## src/rtl/bus_recover_seq.sv

```systemverilog
module bus_recover_seq #(
  parameter int SETUP_START_CYC = 30,
  parameter int HOLD_START_CYC  = 30,
  parameter int LOW_CYC         = 65,
  parameter int HIGH_CYC        = 30,
  parameter int SETUP_STOP_CYC  = 30,
  parameter int BUS_FREE_CYC    = 65,
  parameter int NUM_PULSES      = 9
) (
  input  logic clk,
  input  logic rst_n,
  input  logic trigger,
  output logic scl_oe,
  output logic sda_oe,
  output logic busy,
  output logic done
);

  localparam int STOP_HOLD = (HOLD_START_CYC > SETUP_STOP_CYC) ? HOLD_START_CYC : SETUP_STOP_CYC;
  localparam int M1 = (SETUP_START_CYC > HOLD_START_CYC) ? SETUP_START_CYC : HOLD_START_CYC;
  localparam int M2 = (LOW_CYC > HIGH_CYC) ? LOW_CYC : HIGH_CYC;
  localparam int M3 = (STOP_HOLD > BUS_FREE_CYC) ? STOP_HOLD : BUS_FREE_CYC;
  localparam int M12 = (M1 > M2) ? M1 : M2;
  localparam int MAXT = (M12 > M3) ? M12 : M3;
  localparam int CW = (MAXT < 2) ? 1 : $clog2(MAXT);
  localparam int PW = $clog2(NUM_PULSES + 1);

  typedef enum logic [3:0] {
    ST_IDLE, ST_SU1, ST_HD1, ST_DROP, ST_LOW, ST_HIGH, ST_SU2, ST_HD2, ST_BUF, ST_DONE
  } phase_t;

  phase_t state;
  logic [CW-1:0] cnt;
  logic [CW-1:0] last;
  logic [PW-1:0] npulse;
  logic          step;

  always_comb begin
    case (state)
      ST_SU1, ST_SU2: last = CW'(SETUP_START_CYC - 1);
      ST_HD1:         last = CW'(HOLD_START_CYC - 1);
      ST_LOW:         last = CW'(LOW_CYC - 1);
      ST_HIGH:        last = CW'(HIGH_CYC - 1);
      ST_HD2:         last = CW'(STOP_HOLD - 1);
      ST_BUF:         last = CW'(BUS_FREE_CYC - 1);
      default:        last = '0;
    endcase
  end

  assign step = (state != ST_IDLE) && (cnt == last);

  always_ff @(posedge clk or negedge rst_n) begin
    if (!rst_n) begin
      state  <= ST_IDLE;
      cnt    <= '0;
      npulse <= '0;
    end else if (state == ST_IDLE) begin
      cnt    <= '0;
      npulse <= '0;
      if (trigger) state <= ST_SU1;
    end else if (!step) begin
      cnt <= cnt + 1'b1;
    end else begin
      cnt <= '0;
      case (state)
        ST_SU1:  state <= ST_HD1;
        ST_HD1:  state <= ST_DROP;
        ST_DROP: state <= ST_LOW;
        ST_LOW:  state <= (npulse == PW'(NUM_PULSES)) ? ST_SU2 : ST_HIGH;
        ST_HIGH: begin
          state  <= ST_LOW;
          npulse <= npulse + 1'b1;
        end
        ST_SU2:  state <= ST_HD2;
        ST_HD2:  state <= ST_BUF;
        ST_BUF:  state <= ST_DONE;
        default: state <= ST_IDLE;
      endcase
    end
  end

  assign scl_oe = (state == ST_DROP) || (state == ST_LOW);
  assign sda_oe = (state == ST_HD1) || (state == ST_DROP) || (state == ST_HD2);
  assign busy   = (state != ST_IDLE);
  assign done   = (state == ST_DONE);

  a_r4_sda_moves_only_at_edges: assert property (@(posedge clk) disable iff (!rst_n)
    (!scl_oe && !$past(scl_oe) && (sda_oe != $past(sda_oe)))
      |-> (state == ST_HD1 || state == ST_HD2 || state == ST_BUF));

  a_r2_start_before_first_clock: assert property (@(posedge clk) disable iff (!rst_n)
    ($rose(scl_oe) && npulse == '0) |-> $past(sda_oe));

  a_r3_pulse_count_at_second_start: assert property (@(posedge clk) disable iff (!rst_n)
    (state == ST_SU2) |-> (npulse == PW'(NUM_PULSES)));

  a_r6_done_single_cycle: assert property (@(posedge clk) disable iff (!rst_n)
    done |=> (!done && !busy));

  a_r7_no_restart_while_busy: assert property (@(posedge clk) disable iff (!rst_n)
    (busy && state != ST_SU1) |=> (state != ST_SU1));

  a_r1_idle_lines_released: assert property (@(posedge clk) disable iff (!rst_n)
    !busy |-> (!scl_oe && !sda_oe && !done));

endmodule

```

## config.mk

```make
export PLATFORM = sky130hd
export DESIGN_NAME = bus_recover_seq
export DESIGN_NICKNAME = d
export VERILOG_FILES = /design/src/rtl/bus_recover_seq.sv
export SDC_FILE = /design/constraint.sdc
export NUM_CORES = 1
export LEC_CHECK = 0
export ABC_AREA = 1
export CORE_ASPECT_RATIO = 1.2
export CORE_UTILIZATION = 40
export CTS_BUF_LIST = sky130_fd_sc_hd__clkbuf_4
export CTS_CLUSTER_SIZE = 28
export DETAILED_ROUTE_END_ITERATION = 8
export GPL_TIMING_DRIVEN = 0
export PLACE_DENSITY = 0.67
export SKIP_CTS_REPAIR_TIMING = 1
export SYNTH_ARGS = -nofsm -noshare
export SYNTH_HDL_FRONTEND = slang
export SYNTH_SLANG_ARGS = --single-unit
```

## constraint.sdc

```tcl
create_clock -name clk -period 2.31 [get_ports clk]
set_input_delay 0.462 -clock clk [delete_from_list [all_inputs] [get_ports clk]]
set_output_delay 0.462 -clock clk [all_outputs]
set_load 0.05 [all_outputs]
```

==> qor.yml <==
crit_start: "state[1]$_DFFE_PN0P_"
path_class: "reg2out"
yosysUniqueCellTypes: 23
max-slew-margin-rel_pct: 52.93
ys_seq_area_share_pct: 38.71
die_w_um: 46.95
syn_area_um2: 969.7
total_power_uw: 434.4
cp-end-kind: "output pin"
htreeDepth: 1
insertion_delay_ns: 0.28
clk_path_buf_depth: 2
first_pass_iters: 4
status: "complete, no violations"
grt_pass1_wl_um: 3422
grt_pass1_vias: 835
start_util_pct: 42.49
hold_depth: 1
critPathLaunchType: "flop"
cts_tree: "done"
reg2reg_to: "npulse[3]$_DFFE_PN0P_"
clkTransAtPathRegs_ns: 0.09
hold_ws_ns: 0.5150
via_per_inst: 5.059
p_leak_uw: 0.0005906
cp.required_ns: 1.85
syn_to_final_growth_pct: 14.32
synth.net_count: 135
ys_warn_count: 0
dp_cells: 166
antenna_found_initial: 0
grt_max_degree: 16
hold_end: "cnt[0]$_DFF_PN0_"
wirelength_um: 1974
cts_root_buffer: "clkbuf_4"
hpwl_um: 1523
nNetsFinal: 146
die_y_um: 55.94
setup-tns-final_ns: 0
arrival_ns: 1.71
skew_ns: 0.005573
worstHoldStart: "cnt[0]$_DFF_PN0_"
finalWorstSetupSlack_ns: 0.1426
fin_cells: 170
finalWeightedCongestion: 0.8987
antenna_cells: 0
ios: 7
irDropWorstVdd_mv: 0.2709
avgSynthCellArea_um2: 7.517
r2r-start: "state[1]$_DFFE_PN0P_"
dieArea_um2: 2626
clkSinkCount: 15
drtIter0Drc: 17
fmax_mhz: 461.4
overflow: 0
setup_violations: 0
maxCapViolations: 0
post-route-drc-count: 0
place_ws_ns: 0.06604
fillCellCount: 238
grt_usage_pct: 17.71
drive_gt1_share_pct: 16.55
power_density_nw_per_um2: 391.9
num_rows: 19
ant_nets: 0
cts_buffers: 3
syn_inst: 129
wl_per_cell_um: 11.61
core_area_um2: 2282
min_period_ns: 2.167
portBuffers: 6
vias: 860
finalHoldViolations: 0
r2r_setup_slack_ns: 0.63
fin_crit_sh_pct: 93.83
rsz0062_at_grt: "no"
reg2reg_depth: 10
slew_viol_final: 0
ys_seq_elements: 15
cp_max_fo: 8
holdCritPathClass: "reg2reg"
worst_pin_slew_ns: 0.7039
[registers in the layout, summed over array words and instances, names as in the netlist]
register and flops:
npulse 4, state 4, cnt 7
[cells by family after synthesis]
family / after synthesis / synth area share, %
AO/OA/AOI/OAI: 7 / 4.903
XOR/XNOR: 5 / 4.516
adder cells (fa/ha/maj): 3 / 3.871
buffers and inverters: 15 / 6.581
flip-flops: 15 / 38.71
AND/OR/NAND/NOR: 84 / 41.42
[where the power goes]
group          switching (uW)  internal (uW)
clock network            84.8           78.7
registers                   0            262
logic                    5.58           2.96
[through the flow]
step / utilization [%] / cell area, um^2
3_5_place_dp: 46.82 / 1069
2_1_floorplan: - / 969.7
6_report: 48.57 / 1109
4_1_cts: 48.14 / 1099
5_1_grt: 48.57 / 1109
3_3_place_gp: 46.82 / 1069
[per-layer routing]
layer | GRT usage [%] | up-vias | share of wire, %
met3 | 1.948 | 2 | 1.8
met2 | 28.77 | 8 | 50
met1 | 22.38 | 409 | 47
met5 | 0 | - | 0
li1 | - | 441 | -
met4 | 8.571 | 0 | 0.81
[final cells by class]
class	count	area (um^2)	share of cell area, %
Buffer	1	11.26	1.016
Clock buffer	4	30.03	2.709
Inverter	14	52.55	4.740
Multi-Input combinational cell	99	530.5	47.86
Sequential cell	15	375.4	33.86
Tap cell	31	38.79	3.499
Timing Repair Buffer	6	70.07	6.321
[placed cells by master, fill, tap and decap left out]
cell type	n
inv_2	4
xor2_1	4
or2_2	1
o31ai_2	1
o22ai_1	1
nand3_1	20
nor2_1	14
nand4_1	1
clkdlybuf4s50_1	2
ha_1	3
nand3b_1	1
nand3_2	1
nor2_4	3
a21oi_1	1
o21ai_0	3
xnor2_1	1
nand2_1	32
inv_1	10
clkbuf_4	4
nand2_2	6
nor3_1	3
nor2_2	2
dlymetal6s2s_1	4
buf_6	1
dfrtp_1	15
o221ai_1	1
[worst max-delay path by stage]
stage                     slack [ns]  cells past startpoint  endpoint
after floorplan                 0.25                      2      done
after global routing            0.03                      5      busy
after global placement          0.06                      5      busy
after detailed placement        0.07                      5      busy
after CTS                      -0.27                      5      busy
final                           0.14                      5      busy
[synthesized netlist by cell type (all sizes together)]
cell / number / area [um^2]
o21ai: 3 / 15.01
buf: 1 / 11.26
nor2: 19 / 98.84
nand3: 21 / 110.1
a21oi: 1 / 5.000
nor3: 3 / 15.01
o22ai: 1 / 6.260
xnor2: 1 / 8.760
nand3b: 1 / 7.510
inv: 14 / 52.55
o31ai: 1 / 12.51
xor2: 4 / 35.03
ha: 3 / 37.54
nand2: 38 / 157.7
nand4: 1 / 6.260
o221ai: 1 / 8.760
dfrtp: 15 / 375.4
or2: 1 / 6.260
[worst max-delay path, stage by stage, from the launching register on]
cell and delay, ns:
dfrtp_1 0.49, nor2_4 0.19, inv_2 0.10, nor2_4 0.19
inv_2 0.12, dlymetal6s2s_1 0.33
Note: power is estimated with default switching activity, not from simulation.
